## src/rtl/pit_pkg.sv

```systemverilog
package pit_pkg;

    localparam int ADDR_W   = 8;
    localparam int DATA_W   = 32;
    localparam int RUN_BIT  = 26;
    localparam int PRIO_LSB = 20;
    localparam int IRQ_LSB  = 12;
    localparam int PRIO_W   = 4;
    localparam int IRQ_W    = 8;

    localparam logic [ADDR_W-1:0] OFF_CTRL   = 8'h00;
    localparam logic [ADDR_W-1:0] OFF_IVAL   = 8'h10;
    localparam logic [ADDR_W-1:0] OFF_COUNT  = 8'h14;
    localparam logic [ADDR_W-1:0] OFF_PERIOD = 8'h18;

    typedef enum logic {
        MAP_DIRECT = 1'b0,
        MAP_FOLD   = 1'b1
    } map_mode_e;

    typedef struct packed {
        logic              run;
        logic [PRIO_W-1:0] prio;
        logic [IRQ_W-1:0]  irq;
    } ctrl_t;

    typedef struct packed {
        logic [IRQ_W-1:0]  num;
        logic [PRIO_W-1:0] prio;
    } tag_t;

    function automatic ctrl_t ctrl_from_word(input logic [DATA_W-1:0] w);
        ctrl_t c;
        c.run  = w[RUN_BIT];
        c.prio = w[PRIO_LSB +: PRIO_W];
        c.irq  = w[IRQ_LSB +: IRQ_W];
        return c;
    endfunction

    function automatic logic [DATA_W-1:0] word_from_ctrl(input ctrl_t c);
        logic [DATA_W-1:0] w;
        w = '0;
        w[RUN_BIT]              = c.run;
        w[PRIO_LSB +: PRIO_W]   = c.prio;
        w[IRQ_LSB +: IRQ_W]     = c.irq;
        return w;
    endfunction

    function automatic logic [IRQ_W-1:0] fold_code(input logic [5:0] irq_lo,
                                                   input logic [PRIO_W-1:0] prio);
        return {2'b01, irq_lo | {prio, 2'b00}};
    endfunction

endpackage

```

## src/rtl/pit_regs.sv

```systemverilog
module pit_regs
    import pit_pkg::*;
#(
    parameter int BUS_PERIOD_NS = 20
) (
    input  logic              clk,
    input  logic              rst,
    input  logic              rd_en,
    input  logic              wr_en,
    input  logic [ADDR_W-1:0] addr,
    input  logic [DATA_W-1:0] wdata,
    input  logic [DATA_W-1:0] count_q,
    output ctrl_t             ctrl,
    output logic [DATA_W-1:0] interval,
    output logic              ctrl_wr,
    output logic [DATA_W-1:0] rdata
);

    localparam logic [DATA_W-1:0] PERIOD_WORD = DATA_W'(BUS_PERIOD_NS);

    logic [DATA_W-1:0] rd_mux;

    assign ctrl_wr = wr_en && (addr == OFF_CTRL);

    always_ff @(posedge clk) begin
        if (rst) begin
            ctrl     <= '0;
            interval <= '0;
        end else begin
            if (ctrl_wr)
                ctrl <= ctrl_from_word(wdata);
            if (wr_en && addr == OFF_IVAL)
                interval <= wdata;
        end
    end

    always_comb begin
        case (addr)
            OFF_CTRL:   rd_mux = word_from_ctrl(ctrl);
            OFF_IVAL:   rd_mux = interval;
            OFF_COUNT:  rd_mux = count_q;
            OFF_PERIOD: rd_mux = PERIOD_WORD;
            default:    rd_mux = '0;
        endcase
    end

    always_ff @(posedge clk) begin
        if (rst)
            rdata <= '0;
        else if (rd_en)
            rdata <= rd_mux;
    end

endmodule

```

## src/rtl/pit_counter.sv

```systemverilog
module pit_counter
    import pit_pkg::*;
(
    input  logic              clk,
    input  logic              rst,
    input  logic              start,
    input  logic              halt,
    input  logic              run,
    input  logic [DATA_W-1:0] load_val,
    output logic [DATA_W-1:0] count_q,
    output logic              expire
);

    assign expire = run && !halt && (count_q <= DATA_W'(1));

    always_ff @(posedge clk) begin
        if (rst)
            count_q <= '0;
        else if (start || expire)
            count_q <= load_val;
        else if (run && !halt)
            count_q <= count_q - DATA_W'(1);
    end

endmodule

```

## src/rtl/pit_irq_map.sv

```systemverilog
module pit_irq_map
    import pit_pkg::*;
#(
    parameter map_mode_e MAP_MODE = MAP_DIRECT
) (
    input  logic [IRQ_W-1:0]  irq,
    input  logic [PRIO_W-1:0] prio,
    output tag_t              tag
);

    generate
        if (MAP_MODE == MAP_FOLD) begin : g_fold
            logic unused_hi;
            assign unused_hi = ^irq[7:6];
            assign tag.num   = fold_code(irq[5:0], prio);
            assign tag.prio  = prio;
        end else begin : g_direct
            assign tag.num  = irq;
            assign tag.prio = prio;
        end
    endgenerate

endmodule

```

## src/rtl/pit_timer.sv

```systemverilog
module pit_timer
    import pit_pkg::*;
#(
    parameter int        BUS_PERIOD_NS = 20,
    parameter map_mode_e MAP_MODE      = MAP_DIRECT
) (
    input  logic        clk,
    input  logic        rst,
    input  logic        rd_en,
    input  logic        wr_en,
    input  logic [7:0]  addr,
    input  logic [31:0] wdata,
    output logic [31:0] rdata,
    output logic        irq_pulse,
    output logic [7:0]  irq_num,
    output logic [3:0]  irq_prio
);

    ctrl_t             ctrl;
    tag_t              tag_now;
    logic [DATA_W-1:0] interval;
    logic [DATA_W-1:0] load_val;
    logic [DATA_W-1:0] count_q;
    logic              ctrl_wr;
    logic              start;
    logic              expire;

    pit_regs #(.BUS_PERIOD_NS(BUS_PERIOD_NS)) u_regs (
        .clk      (clk),
        .rst      (rst),
        .rd_en    (rd_en),
        .wr_en    (wr_en),
        .addr     (addr),
        .wdata    (wdata),
        .count_q  (count_q),
        .ctrl     (ctrl),
        .interval (interval),
        .ctrl_wr  (ctrl_wr),
        .rdata    (rdata)
    );

    assign load_val = (interval == '0) ? DATA_W'(1) : interval;
    assign start    = ctrl_wr && wdata[RUN_BIT];

    pit_counter u_cnt (
        .clk      (clk),
        .rst      (rst),
        .start    (start),
        .halt     (ctrl_wr),
        .run      (ctrl.run),
        .load_val (load_val),
        .count_q  (count_q),
        .expire   (expire)
    );

    pit_irq_map #(.MAP_MODE(MAP_MODE)) u_map (
        .irq  (ctrl.irq),
        .prio (ctrl.prio),
        .tag  (tag_now)
    );

    always_ff @(posedge clk) begin
        if (rst) begin
            irq_pulse <= 1'b0;
            irq_num   <= '0;
            irq_prio  <= '0;
        end else begin
            irq_pulse <= expire;
            if (expire) begin
                irq_num  <= tag_now.num;
                irq_prio <= tag_now.prio;
            end
        end
    end

endmodule

```

## config.mk

```make
export PLATFORM = sky130hd
export DESIGN_NAME = pit_timer
export DESIGN_NICKNAME = d
export VERILOG_FILES = /design/src/rtl/pit_pkg.sv /design/src/rtl/pit_regs.sv /design/src/rtl/pit_counter.sv /design/src/rtl/pit_irq_map.sv /design/src/rtl/pit_timer.sv
export SDC_FILE = /design/constraint.sdc
export NUM_CORES = 1
export LEC_CHECK = 0
export ABC_AREA = 1
export ABC_CLOCK_PERIOD_IN_PS = 3900
export BUFFER_PORTS_ARGS = -buffer_cell sky130_fd_sc_hd__buf_2
export CAP_MARGIN = 20
export CORE_MARGIN = 3
export CORE_UTILIZATION = 55
export CTS_CLUSTER_SIZE = 25
export DETAILED_ROUTE_END_ITERATION = 12
export PLACE_DENSITY = 0.77
export SLEW_MARGIN = 20
export SYNTH_ARGS = -nofsm -noshare
export SYNTH_HDL_FRONTEND = slang
export SYNTH_SLANG_ARGS = --single-unit
```

## constraint.sdc

```tcl
create_clock -name clk -period 3.9 [get_ports clk]
set_input_delay 0.39 -clock clk [delete_from_list [all_inputs] [get_ports clk]]
set_output_delay 0.39 -clock clk [all_outputs]
set_load 0.05 [all_outputs]
```

# --- Word-level counts from Yosys, hierarchy flattened ---
# Cells that the tools add are included.
totals:
  elab_cells: 28
  output_inout_bits: 45
  register_bits: 122
classes:
  magnitude_cmp: 1
  muxes: 4
  reduce_logical: 10
  n_eq_ne: 3
  n_addsub: 1
op_table:
  columns: ["cell", "count"]
  rows:
  - ["$pmux W32 S4", 1]
  - ["$mux W32", 3]
  - ["$le A32 B1 Y1 const B", 1]
  - ["$logic_not A32 Y1", 1]
  - ["$sub A32 B1 Y32 const B", 1]
  - ["$eq A8 B5 Y1 const B", 3]
  - ["$logic_not A8 Y1", 1]
  - ["$logic_and A1 B1 Y1", 5]
  - ["$reduce_bool A2 Y1", 1]
  - ["$logic_not A1 Y1", 1]
  - ["$logic_or A1 B1 Y1", 1]

# --- Depth between registers and ports, before layout ---
# Gate-level depths: netlist of run 1.
logic_depth:
  depth_word: 7
  mapped_depth: 13
  ltp_nobuf: 12

# --- By module ---
# A second synthesis of run 1 with hierarchy kept.
unflattened:
  hier_cells: 1034
  hier_area_um2: 7093.1
by_module_without_submodules:
  columns: ["mod", "n_inst", "area_each_um2", "cells_per_inst"]
  rows:
  - ["pit_regs", 1, 3736.1, 482]
  - ["pit_counter", 1, 2536.2, 421]
  - ["pit_timer", 1, 730.7, 119]
  - ["pit_irq_map", 1, 90.1, 12]

# --- Worst setup path after synthesis of run 1 ---
# Ideal clock, no wire load.
synth_path:
  path_type: "reg2reg"
  from: "register u_cnt.count_q[0]"
  to: "register u_cnt.count_q[17]"
  setup_time_ns: 0.113
  n_path_buf: 1
  slack_ns: 2.269
  required_time_ns: 3.787
  arrival_time_ns: 1.518
  stages_incl_launch_ff: 12
  path_cell_list: "dfxtp_1 > inv_1 > ha_1 > nand2_2 > nor2_4 > nand2_2 > nand2_2 > nand2_4 > buf_2 > nand3_1 > nand3_1 > nand2_1"
synth_between:
  elab_chain_cells: 4
synth_lines:
  columns: ["element", "line_no", "text"]
  rows:
  - ["start: declaration", "pit_counter.sv:10", "output logic [DATA_W-1:0] count_q,"]
  - ["start signal: assignment", "pit_counter.sv:20", "count_q <= load_val;"]
  - ["start signal: assignment", "pit_counter.sv:22", "count_q <= count_q - DATA_W'(1);"]
  - ["$le A32 B1 Y1", "pit_counter.sv:14", "assign expire = run && !halt && (count_q <= DATA_W'(1));"]
  - ["$logic_and A1 B1 Y1", "pit_counter.sv:14", null]
  - ["$logic_or A1 B1 Y1", "pit_counter.sv:19", "else if (start || expire)"]
  - ["$mux W32 or $reduce_bool A2 Y1 (tied branches)", null, null]
# Several ways; a longest one is shown, not always the timed one. The select of a mux whose other input is x is not followed.
# A chain may end at the register's enable or synchronous reset.

# --- Final worst setup path of run 1 ---
layout_path:
  from: "register u_cnt.count_q[0]"
  to: "register u_cnt.count_q[31]"
# Same word-level chain as after synthesis.

==> run summary, run 1 <==
After technology mapping, the gate count stands at 941. Setup repair after global routing left no endpoint under its margin. The tools report the count of final max-slew check failures as 0. In this run, synthesis inferred 0 flip-flops with an integrated enable.

Combinational logic burns 4.7% of the power. The detailed-route wire length per cell is 15.9 um, and the biggest fanout along the worst timing path is 32. Count of H-tree levels built during CTS: 4. For the post-synthesis instance area, the log shows 0.00615 mm2. The height of the chip works out to 112 um. The most frequently used flop master after synthesis is sky130_fd_sc_hd__dfxtp_1.

The depth of the worst register-to-register path is 11, and the final core utilization is 67.6%. Synthesis produced a netlist with a net count of 987. Synthesis-to-finish area growth: 16.5%. The slew at the pin with the worst max-slew slack came out at 1.08 ns. The library cell used most frequently in the layout, excluding fill and tap cells, is sky130_fd_sc_hd__nand2_1.

For this run, global-route usage on met2 was measured as 43.1%. Global routing used 42.4% of the available met1 tracks. The clock insertion delay at the later pin of the skew report was 0.53 ns. The worst hold path begins at wdata[21]. Yosys mapped the design onto 26 distinct sky130hd cell types. At the end of the flow, the number of nets in the layout was 1052. The clock transition at the registers of the reported paths was 0.06 ns; the largest net degree at the start of global routing was 65.

The run gives 0 as the number of gates given a new drive strength after cts. The startpoint class of the critical path is a register. The count of endpoints failing hold in the final timing report is 0. The critical path is of the reg -> reg type. The global routing stage identified its most utilized layer as met2. Of the total power, the share spent switching nets is 25.3%. The global-route wire length before repair is 29700 um. The run gives 5968 as the number of global-route vias before repair.

In this run the standard cell core region covers 0.0106 mm2. Max-cap violations in this run came to 0. The analysis attributes to net switching a power of 740 uW. The routed design could run at a clock period as short as 2.57 ns.

Once placement finished, the instance area stood at 0.00658 mm2. Sequential cells account for 42.8% of the total power. For this configuration, the core starts out at a cell density of 58.0%.

Of the available clock period, the critical path in the final layout requires 65.8%. The kind of capture point of the worst setup path was a register. In this run the register-to-register setup slack is 1.33 ns.

The proportion of synthesized chip area in sequential cells was 39.7%. The flop and latch count out of synthesis was 122; the total clock buffers created by CTS was 17. Data on the critical path arrives at its endpoint at 2.98 ns.

STA puts the critical path data required time at 4.32 ns. For met3 alone, demand over resource in global routing was 5.82%. After global routing the overflow that remains totals 0.

The area of the die was 0.0125 mm2. The port buffer count came out at 88. The run finished with clean final reports.

The top cell types in the final layout, fill and taps aside, are sky130_fd_sc_hd__nand2_1, sky130_fd_sc_hd__dfxtp_1, sky130_fd_sc_hd__nor2_1. For this design, the CTS-stage hold fixing added 0 buffers. The total DRC errors in the routed layout came out at 0.

Yosys printed 0 warnings. The worst hold path passes through 3 cells. The number of antenna violations at the first check in global routing is 0. Dividing total power by cell area gives a power density of 408 mW/mm2.

Endpoint of the worst register-to-register path: u_cnt.count_q[31]. Summing over every cut layer, the via total after detailed routing is 6491. The congestion estimate from routability-driven global placement came to 0.955.

The logs give 0 for the post-detailed-route count of antenna-violating nets and 0.0117 ns for the final clock skew. The share of post-route cells with drive strength above 1 works out to 14.5%. The final instance area is 0.00717 mm2, and the maximum resistive drop on vdd is 0.322 mV. TritonCTS built the clock tree. In the global route stage, overall resource usage came out at 29.2%.

The relative max-transition margin came out at 27.2%. Summed over all failing endpoints, the final setup total negative slack is 0 ns. Counting every sink on the clock net gives 122. Counting along the longest clock path gives a buffer depth of 2. After synthesis, the share of flip-flops with an asynchronous set or reset is 0%.

89 I/O pins were placed. The cell row count came out at 37. Root buffer selected by CTS: sky130_fd_sc_hd__clkbuf_8.

Worst-case hold path end point: u_regs.ctrl[9]. The pre-antenna-repair detailed-routing pass consisted of 6 iterations. The detail-routed via count per cell works out to 5.62. Hold is met by 0.139 ns. The worst register-to-register path begins at u_cnt.count_q[0]. The share of total power dissipated in the clock network is 52.5%. The internal power of the cells totals 2180 uW. Based on the critical path, the design can be clocked at up to 389 MHz.

Setup violations remaining at the end of the flow were counted as 0. Summed over all layers, the routed wires come to 18300 um. The synthesized area divided by synthesized cell count is 6.54 um2, and the sum of net half-perimeters after detailed placement is 12800 um.

For this design the static power due to leakage is 0.00332 uW. The logs give 745 for the initial detailed-routing violation count and 0 for the number of buffers inserted to repair setup after CTS. The min-delay analysis places its worst path in the category in -> reg. Number of filler instances in the final layout: 988. The die is 112 um wide.

The repair_antennas step left the layout with diodes totalling 0.
-- routing by layer --
layer | vias to the layer above | routed length (um)
li1 | 3171 | -
met1 | 2977 | 8420
met2 | 301 | 7910
met3 | 42 | 1500
met4 | 0 | 491
met5 | - | 0
-- metrics by stage --
step	power, uW	std cells	setup WS, ns
2_1_floorplan	1360	941	2.27
3_3_place_gp	1410	1122	1.11
3_5_place_dp	1410	1122	1.08
4_1_cts	2930	1154	1.36
5_1_grt	3000	1155	1.11
6_report	2920	1155	1.33
-- worst max-delay path, cell delays in order, from the launching register on --
cell	delay [ns]
sky130_fd_sc_hd__dfxtp_1	0.35
sky130_fd_sc_hd__inv_1	0.09
sky130_fd_sc_hd__ha_1	0.21
sky130_fd_sc_hd__nand2_2	0.13
sky130_fd_sc_hd__nor2_4	0.23
sky130_fd_sc_hd__nand2_2	0.11
sky130_fd_sc_hd__nand2_2	0.27
sky130_fd_sc_hd__nand2_4	0.27
sky130_fd_sc_hd__nand2_4	0.41
sky130_fd_sc_hd__nand2_1	0.17
sky130_fd_sc_hd__nand3_1	0.12
sky130_fd_sc_hd__nand2_1	0.05
-- how the worst max path moves through the flow --
stage	startpoint	endpoint	slack, ns	cells past startpoint
4_1_cts	u_cnt.count_q[0]	u_cnt.count_q[31]	1.36	11
2_1_floorplan	u_cnt.count_q[0]	u_cnt.count_q[17]	2.27	11
3_3_place_gp	addr[1]	u_cnt.count_q[1]	1.11	11
3_5_place_dp	addr[1]	u_cnt.count_q[14]	1.08	11
5_1_grt	u_cnt.count_q[0]	u_cnt.count_q[31]	1.11	11
6_report	u_cnt.count_q[0]	u_cnt.count_q[31]	1.33	11
-- synth_stat cells (6+ instances only) --
cell type                  instances  area share [%]
sky130_fd_sc_hd__nand4_1          14             1.4
sky130_fd_sc_hd__dfxtp_1         122              40
sky130_fd_sc_hd__inv_1            56             3.4
sky130_fd_sc_hd__o21bai_1          6            0.73
sky130_fd_sc_hd__xnor2_1           8             1.1
sky130_fd_sc_hd__clkbuf_1         29             1.8
sky130_fd_sc_hd__nand2_1         286              17
sky130_fd_sc_hd__xor2_1            8             1.1
sky130_fd_sc_hd__buf_2            10            0.81
sky130_fd_sc_hd__nand3_1          83             6.8
sky130_fd_sc_hd__o21ai_0          84             6.8
sky130_fd_sc_hd__nor2_1          121             7.4
sky130_fd_sc_hd__a21oi_1          76             6.2
-- kinds of logic after synthesis --
kind of cell / after synthesis / share of synthesized area (%)
flip-flops: 122 / 39.7
AND/OR/NAND/NOR: 525 / 36.2
AO/OA/AOI/OAI: 171 / 14.3
XOR/XNOR: 16 / 2.28
buffers and inverters: 105 / 7.10
adder cells (fa/ha/maj): 2 / 0.407
-- power by group through the flow --
stage          logic, uW  clock network (uW)  registers [uW]
2_1_floorplan       83.1                   0            1280
3_3_place_gp         131                   0            1280
3_5_place_dp         132                   0            1280
4_1_cts              133                1540            1250
5_1_grt              152                1600            1250
6_report             137                1540            1250
-- sequential cells by signal (all words and copies together) (netlist names) --
name	cells
u_regs.ctrl	13
irq_num	8
u_regs.interval	32
u_cnt.count_q	32
u_regs.rdata	32
irq_pulse	1
irq_prio	4
-- area by class of cell --
cell class              instances  area [um2]  share of cell area, %
clock inverters                14         146                   2.04
clock buffers                  18         428                   5.97
repair buffers                 94         493                   6.88
flip-flops and latches        122        2440                   34.1
inverters                      57         214                   2.98
well taps                     136         170                   2.37
multi-input cells             714        3270                   45.7
Note: power is estimated with default switching activity, not from simulation.
==> run 2: changes to the inputs <==
- ABC_AREA: 1 -> 0
- ABC_CLOCK_PERIOD_IN_PS: 3900 -> 2400
- PLACE_DENSITY: 0.77 -> 0.78
- clock period: 3.9 -> 2.4 ns (I/O delays scaled with it)
==> run 2 against run 1 <==
Against the previous run:
- wire length up 2.6%
- design area up 3.9%
- critical endpoint is now u_cnt.count_q[3]
- utilization up 7.5 points
- flip-flop and latch count unchanged
- synthesized cell count down 26%
- sequential share of layout area down 1.3 points
- cell count down 15%
- first-iteration DRC count down 6.2%
- register-to-register slack worse by 1.3 ns
- global-route usage up 3.8 points
- sequential power up 62%
==> run summary, run 2 <==
The logs give 36 (-2.7%) for the cell row count and 0.00570 mm2 (-7.3%) for the post-synthesis instance area. The total of max-cap violations was 0 (unchanged). The portion of total power attributed to sequential cells came out at 43.9% (+1.1 points). The width of the die is 108 um (-3.5%). The tools report the kind of capture point of the worst setup path as a register. The tools report the net count of the mapped netlist as 741 (-25%).

Data required time of the worst path: 2.80 ns (-1.52 ns). The most common cell after layout, fill and taps aside was sky130_fd_sc_hd__nand2_1. The number of filler instances in the final layout was 747 (-24%). The tools report the number of standard cells after synthesis as 695 (-26%). The adder-cell area share of the yosys netlist came out at 0.439% (+0.032 points). Total clock buffers created by CTS: 17 (unchanged). The worst register-to-register path begins at u_cnt.count_q[1]. The relative max-transition margin came out at 41.0% (+14 points).

The switching fraction of total power came out at 25.0% (-0.37 points). CTS placed an instance of sky130_fd_sc_hd__clkbuf_8 at the clock tree root. The flop and latch count out of synthesis works out to 122 (unchanged). The largest net degree at the start of global routing was 89 (+37%).

The critical path starts at u_cnt.count_q[1]. The final clock skew is 0.00999 ns (-0.00175 ns), and the core box area is 0.00991 mm2 (-6.5%). The synthesized area divided by synthesized cell count works out to 8.20 um2 (+26%). The flow ran to the end, and the final reports show no timing, DRC or antenna violations.

The port buffer count is 88 (unchanged). The worst-case clock buffer depth came out at 2 (unchanged). For the smallest hold slack, the log shows 0.0329 ns (-0.107 ns).

The overall fraction of global-route tracks in use came out at 33.0% (+3.8 points). For the highest achievable clock rate, the log shows 430 MHz (+10%). The startpoint class of the critical path was a register. Biggest fanout along the worst timing path: 18 (-44%).

The startpoint identified for the worst hold timing path is wdata[26]. By area the synthesized netlist is led by sky130_fd_sc_hd__dfxtp_1, sky130_fd_sc_hd__nand2_1, sky130_fd_sc_hd__a21oi_1. For the post-place setup slack, the log shows 0.00589 ns (-1.08 ns). The path type of the worst min-delay path was in -> reg. The reported net switching power is 1150 uW (+56%), and the number of synthesis warnings is 0 (unchanged). For the total setup violations reported at the end of the flow, the log shows 0 (unchanged).

Dominant cell by count in the synthesized netlist: sky130_fd_sc_hd__nand2_1. The largest registers in the layout are u_cnt.count_q: 32 flops, u_regs.interval: 32 flops, u_regs.rdata: 32 flops. For the count of H-tree levels built during CTS, the log shows 4 (unchanged).

Global placer's final weighted congestion: 1.00 (+4.7%). For the number of antenna violations at the first check in global routing, the log shows 0 (unchanged). The internal power contribution is 3470 uW (+59%).

The run gives 0.52 ns (about the same) as the clock insertion delay at the later pin of the skew report. The library cells used most frequently in the layout, excluding fill and tap cells, are sky130_fd_sc_hd__nand2_1, sky130_fd_sc_hd__dfxtp_1, sky130_fd_sc_hd__buf_2. Initial core utilization: 57.5% (-0.48 points). For the leakage power, the log shows 0.00305 uW (-8.2%). The height of the chip was 108 um (-3.5%); the post-detailed-route count of antenna-violating nets was 0 (unchanged).

The simple-gate share of the synthesized area works out to 26.8% (-9.4 points). Post-synthesis share of cell area spent on xor and xnor gates: 0% (-2.3 points). The detail-routed via count per cell is 6.19 (+10%), and the slew at the pin with the worst max-slew slack is 0.885 ns (-0.200 ns). For the count of endpoints failing hold in the final timing report, the log shows 0 (unchanged). The tools report the final wirelength as 18800 um (+2.6%). The area of the die was 0.0116 mm2 (-6.9%); the relative contribution of the clock network to total power was 50.2% (-2.3 points). The power per unit of standard cell area is 621 mW/mm2 (+52%), and the detailed-route wire length per cell is 19.1 um (+20%).

After synthesis, the largest family of logic cells by area is simple AND/OR/NAND/NOR gates. The tools report the number of sinks on the clock net as 122 (unchanged). The logic gate share of total power is 5.9% (+1.2 points), and the initial detailed-routing violation count is 699 (-6.2%). The number of global-route vias before repair is 5910 (-0.97%), and the total via count in the routed design is 6089 (-6.2%). The number of distinct library cells after synthesis is 62 (+140%), and the final setup slack of the worst path is 0.0724 ns (-1.26 ns). Global-route wire length before repair: 30300 um (+2.1%). The biggest area contributor in the post-synthesis netlist is sky130_fd_sc_hd__dfxtp_1. The maximum resistive drop on vdd is 0.516 mV (+60%), and the synthesis-to-finish area growth is 30.6%. The final cycle utilization of the critical path is 97.0% (+31 points). The proportion of synthesized area in mux cells works out to 1.76% (+1.8 points). Proportion of synthesized chip area in sequential cells: 42.8% (+3.1 points).

The sum of net half-perimeters after detailed placement is 12800 um (+0.16%), and the number of flops mapped to enable cells by yosys is 0 (unchanged). The total DRC errors in the routed layout was 0 (unchanged); the global-route congestion overflow total was 0 (unchanged). The run gives 5 (-1) as the number of iterations in the first detailed-routing pass.

The post-synthesis compound-gate area fraction works out to 23.7% (+9.4 points). The critical path is of the reg -> reg type. For the count of boundary I/O pins, the log shows 89 (unchanged). The share of post-route cells with drive strength above 1 came out at 23.6% (+9.0 points). The most frequently used flop master after synthesis was sky130_fd_sc_hd__dfxtp_1. The time the final worst path needs with I/O delays and setup works out to 2.33 ns (-0.240 ns). For the count of final max-slew check failures, the log shows 0 (unchanged).

Sorting the synthesized cells by how often they occur yields sky130_fd_sc_hd__nand2_1, sky130_fd_sc_hd__dfxtp_1, sky130_fd_sc_hd__a21oi_1, sky130_fd_sc_hd__nor2_1, sky130_fd_sc_hd__clkbuf_1. The proportion of register bits with asynchronous set or reset after synthesis was 0% (unchanged); the clock transition at the registers of the reported paths was 0.06 ns (about the same). The signal arrival time at the worst endpoint is 2.73 ns (-0.25 ns).

TritonCTS built the clock tree. The number of nets at the end of the flow is 882 (-16%), and the area share of the leading cell type in the synthesized netlist is 42.8% (+3.1 points).
## run 2: changes by cell type after synthesis, moves of 18 or more
cell and delta:
sky130_fd_sc_hd__nand3_1 -49, sky130_fd_sc_hd__o21ai_0 -66, sky130_fd_sc_hd__a22oi_1 +19, sky130_fd_sc_hd__inv_1 -46, sky130_fd_sc_hd__a22o_1 +18, sky130_fd_sc_hd__nand2_1 -156
sky130_fd_sc_hd__nor2_1 -60
## run 2: cell families (layout without fill, tap and decap cells)
| group | after synthesis | count (layout) |
|---|---|---|
| and+or+nand+nor | 307 | 307 |
| DFF | 122 | 122 |
| muxes | 10 | 10 |
| buffers and inverters | 61 | 215 |
| adders and majority gates | 2 | 2 |
| AOI/OAI and AO/OA | 193 | 193 |
| other | 0 | 2 |
## run 2: layout make-up
type / count / area (um2) / share of cell area [%]
Tap cell: 133 / 166 / 2.23
Sequential cell: 122 / 2440 / 32.8
Timing Repair Buffer: 173 / 1180 / 15.9
Multi-Input combinational cell: 512 / 3070 / 41.3
Antenna cell: 2 / 5.00 / 0.0672
Clock inverter: 14 / 114 / 1.53
Inverter: 10 / 37.5 / 0.504
Clock buffer: 18 / 428 / 5.74
## run 2: path summary, 6_finish.rpt
path                         endpoint  slack [ns]  cells past startpoint
setup / recovery     u_cnt.count_q[3]        0.07                      8
hold / removal    u_regs.interval[26]        0.03                      3
setup reg to reg     u_cnt.count_q[3]        0.07                      8
hold reg to reg           irq_prio[3]        0.46                      2
## run 2: worst max-delay path, cell delays in order (launching register included)
cell                        delay, ns
sky130_fd_sc_hd__dfxtp_1         0.38
sky130_fd_sc_hd__inv_1           0.12
sky130_fd_sc_hd__ha_1            0.23
sky130_fd_sc_hd__o211ai_4        0.26
sky130_fd_sc_hd__buf_4           0.20
sky130_fd_sc_hd__nor4_4          0.06
sky130_fd_sc_hd__nor2_4          0.53
sky130_fd_sc_hd__mux2i_1         0.32
sky130_fd_sc_hd__o2bb2ai_1       0.11
## run 2: power groups by stage
stage	clock [uW]	combinational [uW]	sequential, uW
floorplan	0	114	2080
global placement	0	214	2080
detailed placement	0	217	2080
CTS	2340	257	2030
global route	2420	293	2030
finish	2320	272	2030
## run 2: stage by stage
step | setup TNS [ns] | area [um2] | power [uW] | cells | util (%)
2_1_floorplan | 0 | 5700 | 2190 | 695 | -
3_3_place_gp | 0 | 6510 | 2290 | 917 | 65.7
3_5_place_dp | 0 | 6510 | 2290 | 917 | 65.7
4_1_cts | 0 | 7360 | 4620 | 980 | 74.3
5_1_grt | -0.103 | 7440 | 4740 | 982 | 75.1
6_report | 0 | 7450 | 4620 | 984 | 75.2
## run 2: what timing repair did
item | 4_1_cts | 5_1_grt
hold buffers | 31 | 0
setup buffers | 0 | 2
setup endpoints to repair | 0 | 26
resized for setup | 0 | 9
hold endpoints to repair | 43 | 0
## run 2: layer usage
layer	track usage [%]	part of all wire, %	wire, um
met5	0	0	0
met4	14.1	3.5	656
met3	5.04	7.7	1450
met2	55.5	48	8970
met1	42.1	41	7700
